`src/rtl/dbgmb_pkg.sv`:
```
package dbgmb_pkg;
    localparam int DW = 8;
    localparam int AW = 6;
    localparam logic [AW-1:0] MBOX_IO_ADDR = 6'h31;

    typedef logic [DW-1:0] byte_t;

    typedef struct packed {
        logic          wr;
        logic          rd;
        logic [AW-1:0] addr;
        byte_t         wdata;
    } io_req_t;

    typedef enum logic [1:0] {
        RT_NONE = 2'd0,
        RT_STD  = 2'd1,
        RT_MBOX = 2'd2
    } route_e;

    // CPU view of the mailbox: top bit carries the dirty flag
    function automatic byte_t cpu_view(byte_t d, logic dirty);
        return {dirty, d[DW-2:0]};
    endfunction

    function automatic route_e pick_route(logic hit, logic gate);
        if (!hit)     return RT_NONE;
        else if (gate) return RT_MBOX;
        else           return RT_STD;
    endfunction
endpackage

```
`src/rtl/dbgmb_mailbox.sv`:
```
module dbgmb_mailbox
    import dbgmb_pkg::*;
(
    input  logic  clk,
    input  logic  rst,
    input  logic  wr_en,
    input  byte_t wdata,
    input  logic  ack,
    output byte_t data_o,
    output logic  dirty_o
);
    byte_t data_q;
    logic  dirty_q;

    always_ff @(posedge clk) begin
        if (rst) begin
            data_q  <= '0;
            dirty_q <= 1'b0;
        end else begin
            if (wr_en) data_q <= wdata;
            // write beats acknowledge so no update is lost
            if (wr_en)    dirty_q <= 1'b1;
            else if (ack) dirty_q <= 1'b0;
        end
    end

    assign data_o  = data_q;
    assign dirty_o = dirty_q;

    p_wr_loads_r2: assert property (@(posedge clk) disable iff (rst)
        wr_en |=> (dirty_q && data_q == $past(wdata)));
    p_ack_clears_r5: assert property (@(posedge clk) disable iff (rst)
        (ack && !wr_en) |=> !dirty_q);
    p_collide_keeps_r6: assert property (@(posedge clk) disable iff (rst)
        (ack && wr_en) |=> dirty_q);
    p_idle_holds_r7: assert property (@(posedge clk) disable iff (rst)
        (!wr_en && !ack) |=> ($stable(data_q) && $stable(dirty_q)));
endmodule

```
`src/rtl/dbgmb_stdreg.sv`:
```
module dbgmb_stdreg
    import dbgmb_pkg::*;
(
    input  logic  clk,
    input  logic  rst,
    input  logic  wr_en,
    input  byte_t wdata,
    output byte_t q_o
);
    byte_t q;

    always_ff @(posedge clk) begin
        if (rst)        q <= '0;
        else if (wr_en) q <= wdata;
    end

    assign q_o = q;

    p_std_load_r7: assert property (@(posedge clk) disable iff (rst)
        wr_en |=> (q == $past(wdata)));
endmodule

```
`src/rtl/dbgmb_nvcfg.sv`:
```
module dbgmb_nvcfg #(
    parameter int LOCK_W = 2
) (
    input  logic              clk,
    input  logic              nv_rst,
    input  logic              lock_wr,
    input  logic [LOCK_W-1:0] lock_val,
    input  logic              fuse_wr,
    input  logic              fuse_val,
    input  logic              erase,
    output logic              fuse_o,
    output logic [LOCK_W-1:0] lock_o
);
    logic [LOCK_W-1:0] lock_q;
    logic              fuse_q;
    logic              locked;

    assign locked = |lock_q;

    always_ff @(posedge clk) begin
        if (nv_rst) begin
            lock_q <= '0;
        end else if (erase) begin
            lock_q <= '0;
        end else if (lock_wr) begin
            lock_q <= lock_q | lock_val;
        end
    end

    always_ff @(posedge clk) begin
        if (nv_rst)                 fuse_q <= 1'b0;
        else if (fuse_wr && !locked) fuse_q <= fuse_val;
    end

    assign fuse_o = fuse_q;
    assign lock_o = lock_q;

    p_locked_refuse_r9: assert property (@(posedge clk) disable iff (nv_rst)
        (fuse_wr && |lock_o) |=> $stable(fuse_o));
    p_erase_clears_r10: assert property (@(posedge clk) disable iff (nv_rst)
        erase |=> (lock_o == '0));
    p_lock_sticky_r10: assert property (@(posedge clk) disable iff (nv_rst)
        !erase |=> ((lock_o & $past(lock_o)) == $past(lock_o)));
endmodule

```
`src/rtl/dbgmb_top.sv`:
```
module dbgmb_top
    import dbgmb_pkg::*;
#(
    parameter logic [AW-1:0] SHARED_ADDR = MBOX_IO_ADDR,
    parameter int            LOCK_W      = 2
) (
    input  logic              clk,
    input  logic              rst,
    input  logic              nv_rst,
    input  logic [AW-1:0]     io_addr_i,
    input  logic              io_wr_i,
    input  logic              io_rd_i,
    input  logic [DW-1:0]     io_wdata_i,
    output logic [DW-1:0]     io_rdata_o,
    input  logic              dbg_en_i,
    input  logic              dbg_ack_i,
    output logic [DW-1:0]     dbg_data_o,
    output logic              dbg_dirty_o,
    input  logic              lock_wr_i,
    input  logic [LOCK_W-1:0] lock_val_i,
    input  logic              fuse_wr_i,
    input  logic              fuse_val_i,
    input  logic              chip_erase_i,
    output logic              fuse_o,
    output logic [LOCK_W-1:0] lock_o
);
    io_req_t req;
    route_e  route;
    logic    hit, gate;
    logic    mbox_wr, std_wr;
    byte_t   mbox_q, std_q;
    logic    dirty_q, fuse_q;

    assign req   = '{wr: io_wr_i, rd: io_rd_i, addr: io_addr_i, wdata: io_wdata_i};
    assign hit   = (req.addr == SHARED_ADDR);
    assign gate  = fuse_q & dbg_en_i;
    assign route = pick_route(hit, gate);

    assign mbox_wr = req.wr && (route == RT_MBOX);
    assign std_wr  = req.wr && (route == RT_STD);

    dbgmb_mailbox u_mbox (
        .clk(clk), .rst(rst), .wr_en(mbox_wr), .wdata(req.wdata),
        .ack(dbg_ack_i), .data_o(mbox_q), .dirty_o(dirty_q)
    );

    dbgmb_stdreg u_std (
        .clk(clk), .rst(rst), .wr_en(std_wr), .wdata(req.wdata), .q_o(std_q)
    );

    dbgmb_nvcfg #(.LOCK_W(LOCK_W)) u_nv (
        .clk(clk), .nv_rst(nv_rst), .lock_wr(lock_wr_i), .lock_val(lock_val_i),
        .fuse_wr(fuse_wr_i), .fuse_val(fuse_val_i), .erase(chip_erase_i),
        .fuse_o(fuse_q), .lock_o(lock_o)
    );

    always_comb begin
        io_rdata_o = '0;
        if (req.rd) begin
            unique case (route)
                RT_MBOX: io_rdata_o = cpu_view(mbox_q, dirty_q);
                RT_STD:  io_rdata_o = std_q;
                default: io_rdata_o = '0;
            endcase
        end
    end

    assign dbg_data_o  = mbox_q;
    assign dbg_dirty_o = dirty_q;
    assign fuse_o      = fuse_q;

    p_idle_read_zero_r11: assert property (@(posedge clk) disable iff (rst)
        !io_rd_i |-> (io_rdata_o == '0));
    p_closed_gate_r7: assert property (@(posedge clk) disable iff (rst)
        (io_wr_i && !(fuse_o && dbg_en_i)) |=> $stable(dbg_data_o));
    p_miss_no_write_r8: assert property (@(posedge clk) disable iff (rst)
        (io_addr_i != SHARED_ADDR) |=> $stable(dbg_data_o));
    p_dbg_full_byte_r4: assert property (@(posedge clk) disable iff (rst)
        (io_rd_i && io_addr_i == SHARED_ADDR && fuse_o && dbg_en_i) |->
        (io_rdata_o == {dbg_dirty_o, dbg_data_o[DW-2:0]}));
endmodule

```
`config.mk`:
```
export PLATFORM = sky130hd
export DESIGN_NAME = dbgmb_top
export DESIGN_NICKNAME = d
export VERILOG_FILES = /design/src/rtl/dbgmb_pkg.sv /design/src/rtl/dbgmb_mailbox.sv /design/src/rtl/dbgmb_stdreg.sv /design/src/rtl/dbgmb_nvcfg.sv /design/src/rtl/dbgmb_top.sv
export SDC_FILE = /design/constraint.sdc
export NUM_CORES = 1
export LEC_CHECK = 0
export ABC_AREA = 0
export ABC_CLOCK_PERIOD_IN_PS = 1360
export CELL_PAD_IN_SITES_DETAIL_PLACEMENT = 0
export CELL_PAD_IN_SITES_GLOBAL_PLACEMENT = 1
export CORE_ASPECT_RATIO = 1.2
export CORE_MARGIN = 1.5
export CORE_UTILIZATION = 29
export CTS_BUF_LIST = sky130_fd_sc_hd__clkbuf_4 sky130_fd_sc_hd__clkbuf_8
export CTS_CLUSTER_SIZE = 28
export DETAILED_ROUTE_END_ITERATION = 10
export PLACE_DENSITY = 0.85
export SYNTH_ARGS = -nofsm -noshare
export SYNTH_HDL_FRONTEND = slang
export SYNTH_SLANG_ARGS = --single-unit
```
`constraint.sdc`:
```
create_clock -name clk -period 1.36 [get_ports clk]
set_input_delay 0.136 -clock clk [delete_from_list [all_inputs] [get_ports clk]]
set_output_delay 0.136 -clock clk [all_outputs]
set_load 0.05 [all_outputs]
```
==> results of run 1 <==
[what timing repair did]
action | CTS | global route
gates cloned | 1 | 0
pin swaps | 10 | 7
endpoints found under the setup margin | 8 | 8
buffers inserted | 3 | 0
gates resized for setup | 19 | 8
[routing by layer]
metal	routed length, um	vias to the layer above	global-route usage
met2	1480	19	0.308
met1	1120	437	0.188
li1	-	469	-
met5	0	-	0
met4	0	0	0.0274
met3	122	0	0.0372
[logic make-up (layout without fill, tap and decap cells)]
logic type	count (synthesis)	count (layout)	synth area share
AOI/OAI and AO/OA	11	11	0.0568
buffers and inverters	4	60	0.0310
DFF	20	20	0.413
muxes	17	17	0.176
and+or+nand+nor	53	54	0.323
[registers in the layout, indices dropped and copies added (netlist names)]
register        cells
u_std.q_o           8
u_nv.lock_o         2
u_mbox.data_o       8
u_mbox.dirty_o      1
u_nv.fuse_o         1
[metrics by stage]
step                      hold WS (ns)  setup TNS, ns  utilization  power (W)
final                            0.410         -0.348        0.624    0.00114
after global routing             0.415         -0.844        0.624    0.00119
after CTS                        0.411         -0.457        0.617    0.00114
after detailed placement         0.475          -4.12        0.586   0.000789
after global placement           0.461          -3.40        0.586   0.000785
after floorplan                  0.199              0            -   0.000671
[cells in the final DEF (no fill, tap or decap), types with 2 or more instances in the layout]
cell / Yosys / layout
sky130_fd_sc_hd__clkbuf_4: 0 / 3
sky130_fd_sc_hd__nand2_4: 0 / 2
sky130_fd_sc_hd__a21oi_1: 11 / 3
sky130_fd_sc_hd__clkdlybuf4s15_1: 0 / 2
sky130_fd_sc_hd__and2_4: 1 / 2
sky130_fd_sc_hd__mux2i_1: 17 / 17
sky130_fd_sc_hd__clkdlybuf4s50_1: 0 / 21
sky130_fd_sc_hd__nand2b_1: 25 / 25
sky130_fd_sc_hd__a21oi_4: 0 / 8
sky130_fd_sc_hd__dfxtp_1: 20 / 19
sky130_fd_sc_hd__dlygate4sd2_1: 0 / 3
sky130_fd_sc_hd__buf_4: 0 / 7
sky130_fd_sc_hd__buf_12: 0 / 22
sky130_fd_sc_hd__nand2_2: 0 / 14
sky130_fd_sc_hd__nor3_1: 2 / 2
[area by class of cell]
class / instances / area (um2)
clock buffer: 4 / 36.3
sequential: 20 / 404
multi-input combinational: 82 / 696
timing repair buffer: 56 / 761
fill: 263 / 1170
tap: 36 / 45.0
[how the worst min path moves through the flow]
| stage | from | end | slack [ns] | cells after the start |
|---|---|---|---|---|
| after floorplan | nv_rst | u_nv.fuse_o | 0.20 | 1 |
| after global placement | u_std.q_o[1] | u_std.q_o[1] | 0.46 | 2 |
| after detailed placement | u_std.q_o[1] | u_std.q_o[1] | 0.47 | 2 |
| after CTS | chip_erase_i | u_nv.lock_o[0] | 0.41 | 2 |
| after global routing | chip_erase_i | u_nv.lock_o[0] | 0.42 | 2 |
| final | chip_erase_i | u_nv.lock_o[0] | 0.41 | 2 |
[power by group through the flow]
stage | Combinational, W | Clock [W] | Sequential, W
6_report | 0.000189 | 0.000351 | 0.000596
4_1_cts | 0.000188 | 0.000353 | 0.000596
2_1_floorplan | 0.0000499 | 0 | 0.000621
3_5_place_dp | 0.000179 | 0 | 0.000610
5_1_grt | 0.000202 | 0.000387 | 0.000597
3_3_place_gp | 0.000175 | 0 | 0.000610
==> impl.org, run 1 <==
** Power and ir drop
- Switching Share :: 0.232
- Pint :: 0.000872 W
- Maximum ir drop on the vdd rail :: 424 uV
- Dividing total power by cell area gives a power density of 585 nW/um2.
- Reported net switching power :: 0.000264 W
- Share of power burned in the clock network :: 0.309
- Summed over all cells, the static leakage comes to 0.757 nW.
- Combinational Power Share :: 0.166
- The share of total power dissipated in sequential elements is 0.525.

** Critical path
- At the worst endpoint, the required time is 1.22 ns.
- Launching instance or port of the critical path :: u_nv.fuse_o
- For flop-to-flop paths, the worst setup slack is 0.11 ns.
- Crit path launch type :: flip-flop
- The number of buffers and inverters on the critical path is 1.
- The critical path runs through a total of 4 cells.
- The most critical setup path has its endpoint at io_rdata_o[2].
- The critical path goes through and2_4, nand2_2, a21oi_4, buf_12.
- Worst reg2reg path endpoint :: u_mbox.data_o[1]
- Longest individual stage delay on the worst path :: 0.38 ns
- The setup path with the least slack is of type flip-flop to output port.
- Data on the critical path arrives at its endpoint at 1.28 ns.
- Cell family with the largest share of critical-path delay :: flip-flops
- Capturing element type of the critical path :: output port
- The number of cells on the worst reg-to-reg path is 4.
- Largest driver fanout on the critical path :: 5
- Critical path's slowest cell :: sky130_fd_sc_hd__dfxtp_4
- Start of the worst register-to-register path :: u_nv.fuse_o

** Timing
- Relative slew margins :: 0.821
- Setup repair after global routing missed its margin :: yes
- At the pin with the least slew margin, the transition time is 0.269 ns.
- Dividing the final minimum period by the clock period gives 1.04.
- Hold Fails Final Rpt :: 0
- Final clock skew :: 0.00490 ns
- Setup violations remaining at the end of the flow were counted as 8.
- Achievable clock frequency :: 707 MHz
- The routed design could run at a clock period as short as 1.42 ns.
- The final-report max-slew violation count was 0.
- Post-layout worst setup margin :: -0.0552 ns

** Placement
- Buffers placed on the I/O ports in this run total 46.
- HPWL after detailed placement :: 2060 um
- After detailed placement, the total cell area comes to 1820 um2.
- At the placement stage, the worst setup path has a slack of -0.237 ns.
- Placed Instances :: 190
- Last weighted congestion value of the routability-driven placer :: 0.784

** Finish
- Final std cell area, no fill :: 1940 um2
- Nets :: 190
- For this run, the number of standard cells in the final layout without fillers is 198.
- Compared with the post-synthesis result, the final layout area differs by 101%.
- Diode insertion count for antenna repair :: 0
- Fraction of layout cells with a size suffix above 1 :: 0.401

** Synthesis
- Sequential share of the synthesized area :: 0.413
- Largest area contributor in the synthesized netlist :: sky130_fd_sc_hd__dfxtp_1
- For this run, the leading register cell type out of synthesis is sky130_fd_sc_hd__dfxtp_1.
- Most instantiated library cell after synthesis :: sky130_fd_sc_hd__nand2b_1
- Synth async-reset ratio :: 0
- Synthesis inferred 20 register bits.
- After synthesis, the most frequently instantiated cells are sky130_fd_sc_hd__nand2b_1, sky130_fd_sc_hd__dfxtp_1, sky130_fd_sc_hd__mux2i_1, sky130_fd_sc_hd__nand2_1, sky130_fd_sc_hd__a21oi_1.
- Synth Warn # :: 0
- The mapped netlist covers 968 um2.
- Count of cell types in the netlist :: 17
- The synthesized design contains 0 enable-type register cells.
- Of the post-synthesis cell area, the dominant cell type holds 0.413.
- A synthesized cell averages 9.22 um2.
- In the synthesized netlist, the number of instances is 105.
- Counting every net in the synthesized netlist gives 132.
- Yosys attributes the largest share of cell area to sky130_fd_sc_hd__dfxtp_1, sky130_fd_sc_hd__mux2i_1, sky130_fd_sc_hd__nand2b_1.

** Die
- The total area inside the core boundary comes to 3110 um2.
- From bottom edge to top edge, the die measures 66.3 um.
- For this configuration, the core starts out at a cell density of 0.311.
- I/O pin total :: 47
- Overall die width :: 55.8 um
- Number of standard-cell rows in the floorplan :: 22
- Die Area :: 3700 um2

** Run
- Maxcap violations :: 0

** Global routing
- Total global routing overflow :: 0
- First-pass GRT wire length :: 4730 um
- The via count of the first global-routing pass came to 1037.
- Across every metal layer, demand over resource in global routing totals 0.163.
- Initial antenna violation count :: 0
- Entering global routing, the biggest net connects 26 pins.

** Route
- Avg WL per Cell :: 13.8 um
- Detail Route Antenna Nets :: 0
- For this block, the routed nets add up to 2730 um of wire.
- The pre-antenna-repair detailed-routing pass consisted of 3 iterations.
- The routed layout has 925 vias.
- In the routed layout, each cell is associated on average with a via count of 4.67.
- After the first detailed-routing iteration, the DRC count stood at 20.
- DRC violation count after routing :: 0

** Clock network
- CTS placed an instance of sky130_fd_sc_hd__clkbuf_4 at the clock tree root.
- TritonCTS built the clock tree.
- TritonCTS buffer count :: 3
- Sinks on Clock Net :: 20
- At the later pin of the worst-skew pair, clock insertion delay measures 0.30 ns.
- CTS H-Tree Depth :: 1
- Reg clk slew, reported paths :: 0.11 ns
- In this run the deepest clock path goes through 2 buffers.
- After clock tree synthesis, the flow added hold-fix buffers numbering 0.

** Run status
- Violations in the final reports :: setup timing
- Status :: finished, violations left

** Worst hold path
- Class of the tightest hold or removal check :: input port to flip-flop
(Power assumes the default switching activity.)
==> run 2, diff against run 1 <==
--- a/config.mk
+++ b/config.mk
@@ -19,3 +19,4 @@
 export SYNTH_ARGS = -nofsm -noshare
 export SYNTH_HDL_FRONTEND = slang
 export SYNTH_SLANG_ARGS = --single-unit
+export TNS_END_PERCENT = 30
==> run 2 against run 1 <==
Against the previous run:
- the flow still finishes with violations (setup timing)
- clock skew hardly changed
- worst hold slack hardly changed
- non-clock buffer count stayed put
- critical path type unchanged
- largest power group unchanged
==> impl.org, run 2 (synthesis gave the netlist of run 1 again) <==
** Power and ir drop
- The register share of total power came to 0.525 (about the same).
- Combinational Power Share :: 0.165 (about the same)
- The cell leakage power is 0.742 nW (-1.9%).
- Reported net switching power :: 0.000264 W (-0.11%)
- Switching Share :: 0.232 (about the same)
- The clock network fraction of design power came to 0.310 (about the same).
- The power per cell area came to 586 nW/um2 (+0.23%).
- The cell internal power dissipation is 0.000872 W (about the same).
- The worst ir drop on vdd came to 425 uV (+0.28%).

** Critical path
- Capturing element type of the critical path :: output port
- Count of cells along the worst register-to-register path :: 4 (unchanged)
- Largest driver fanout on the critical path :: 6 (+1)
- The worst register-to-register path begins at u_nv.fuse_o.
- The required arrival time at the worst endpoint came to 1.22 ns (about the same).
- The data arrival time at the worst-slack endpoint was 1.28 ns (about the same).
- Crit Path Class :: flip-flop to output port
- Crit path launch type :: flip-flop
- Worst reg2reg path endpoint :: u_mbox.data_o[1]
- The internal reg-to-reg setup slack came to 0.13 ns (+0.02 ns).

** Timing
- Shortest period the worst path allows :: 1.42 ns (+0.00374 ns)
- Setup repair after global routing could not meet its margin everywhere.
- The final-report max-slew violation count is 0 (unchanged).
- Relative slew margins :: 0.821 (about the same)
- The number of hold violations in the final report was 0 (unchanged).
- The sum of negative setup slack is -0.347 ns (+0.000649 ns).
- Post-route clock period utilization :: 1.04 (+0.00275)
- The final hold slack was 0.410 ns (-0.000166 ns).
- Achievable clock frequency :: 705 MHz (-0.26%)
- The final worst slack came to -0.0589 ns (-0.00374 ns).
- Slew at the pin closest to its max-slew limit :: 0.268 ns (-0.000741 ns)
- Final clock skew :: 0.00510 ns (+0.000195 ns)
- The final number of setup-violating endpoints was 8 (unchanged).

** Placement
- Post-DP Area :: 1820 um2 (unchanged)
- HPWL after detailed placement :: 2060 um (unchanged)
- Count of buffers inserted at the top-level ports :: 46 (unchanged)
- The placer congestion estimate is 0.784 (unchanged).

** Global routing
- Maximum number of pins on one net before global-route repair :: 26 (unchanged)
- Via count of the first global-routing pass :: 1032 (-0.48%)
- Initial antenna violation count :: 0 (unchanged)
- The first-pass GRT wire length is 4710 um (-0.44%).
- The overall routing resource usage came to 0.162 (-0.000826).
- The final global-route overflow total came to 0 (unchanged).

** Clock network
- Clock tree from TritonCTS :: done
- Reg clk slew, reported paths :: 0.11 ns (about the same)
- The clock latency reported for the late side of the worst-skew pair is 0.30 ns (about the same).
- Clk buf depth :: 2 (unchanged)
- TritonCTS buffer count :: 3 (unchanged)
- The CTS H-tree depth is 1 (unchanged).
- The count of hold buffers inserted by post-cts repair is 0 (unchanged).
- The number of sinks handled by clock tree synthesis came to 20 (unchanged).
- Root Buffer Master :: sky130_fd_sc_hd__clkbuf_4

** Finish
- The final standard cell area without fillers was 1940 um2 (-0.26%).
- In the layout the commonest cells are sky130_fd_sc_hd__nand2b_1, sky130_fd_sc_hd__buf_12, sky130_fd_sc_hd__clkdlybuf4s50_1.
- The total number of nets in the final design was 190 (unchanged).
- Diode insertion count for antenna repair :: 0 (unchanged)
- Most frequent standard cell in the layout excluding fill and tap cells :: sky130_fd_sc_hd__nand2b_1
- Relative to the synthesized area, the layout overhead comes to 100%.
- The number of fill cells is 258 (-1.9%).
- Fraction of layout cells with a size suffix above 1 :: 0.401 (unchanged)

** Route
- Per-cell via count in the routed design :: 4.66 (-0.32%)
- Vias :: 922 (-0.32%)
- DRC violation count after routing :: 0 (unchanged)
- The number of iterations in the first detailed-routing pass came to 4 (+1).
- The total wire length was 2700 um (-1.2%).
- The wire length per cell was 13.6 um (-1.2%).
- Number of design-rule violations left by the first detailed-router iteration :: 21 (+5.0%)
- Detail Route Antenna Nets :: 0 (unchanged)

** Worst hold path
- Class of the tightest hold or removal check :: input port to flip-flop
- Worst hold path endpoint :: u_nv.lock_o[0]
- The number of stages on the worst hold path was 2 (unchanged).
- The startpoint identified for the worst hold timing path is chip_erase_i.

** Run
- Maxcap violations :: 0 (unchanged)

** Die
- Initial Utilization :: 0.311 (unchanged)
- The overall die width was 55.8 um (unchanged).
- Number of standard-cell rows in the floorplan :: 22 (unchanged)
- The die boundary height came to 66.3 um (unchanged).
- CORE AREA :: 3110 um2 (unchanged)
- The top-level port count came to 47 (unchanged).
- The total die area was 3700 um2 (unchanged).

** Run status
- The run finished, with violations left.
- Violations in the final reports :: setup timing
## run 2: critical path: stages, from the launching register on
cell and delay [ns]:
sky130_fd_sc_hd__dfxtp_4 0.38, sky130_fd_sc_hd__nand2_2 0.07, sky130_fd_sc_hd__buf_6 0.14, sky130_fd_sc_hd__nand2_2 0.07, sky130_fd_sc_hd__a21oi_4 0.18, sky130_fd_sc_hd__buf_12 0.15
## run 2: repair_timing
action / CTS / global route
buffers inserted: 3 / 0
cloned: 1 / 0
endpoints found under the hold margin: 0 / 0
setup endpoints to repair: 8 / 8
pin swaps: 10 / 6
resized for setup: 19 / 7
## run 2: per-layer routing
metal,part of all wire,global-route usage
met5,0,0
met4,0,0.0274
met3,0.047,0.0372
met2,0.55,0.305
met1,0.41,0.188
## run 2: layout make-up
class / count / area [um2] / share of cell area
sequential: 20 / 404 / 0.209
multi-input combinational: 82 / 691 / 0.357
clock buffer: 4 / 36.3 / 0.0187
timing repair buffer: 56 / 761 / 0.393
tap: 36 / 45.0 / 0.0233
## run 2: how the worst max path moves through the flow
stage	start	endpoint	slack, ns	depth (start not counted)
after detailed placement	io_addr_i[2]	io_rdata_o[5]	-0.24	6
final	u_nv.fuse_o	io_rdata_o[2]	-0.06	5
after floorplan	u_mbox.data_o[0]	io_rdata_o[0]	0.04	2
after global routing	u_nv.fuse_o	io_rdata_o[5]	-0.12	5
after CTS	u_nv.fuse_o	io_rdata_o[5]	-0.07	4
after global placement	io_addr_i[2]	io_rdata_o[6]	-0.21	6
## run 2: power groups by stage
stage / sequential, W / combinational (W) / clock (W)
finish: 0.000596 / 0.000188 / 0.000352
global placement: 0.000610 / 0.000175 / 0
global route: 0.000597 / 0.000202 / 0.000387
CTS: 0.000596 / 0.000188 / 0.000353
floorplan: 0.000621 / 0.0000499 / 0
detailed placement: 0.000610 / 0.000179 / 0
## run 2: per-stage QoR
step | total power (W) | util | std cells | setup WS (ns)
after floorplan | 0.000671 | - | 105 | 0.0444
after global placement | 0.000785 | 0.586 | 190 | -0.209
after detailed placement | 0.000789 | 0.586 | 190 | -0.237
after CTS | 0.00114 | 0.616 | 198 | -0.0679
after global routing | 0.00119 | 0.623 | 198 | -0.120
final | 0.00114 | 0.623 | 198 | -0.0589
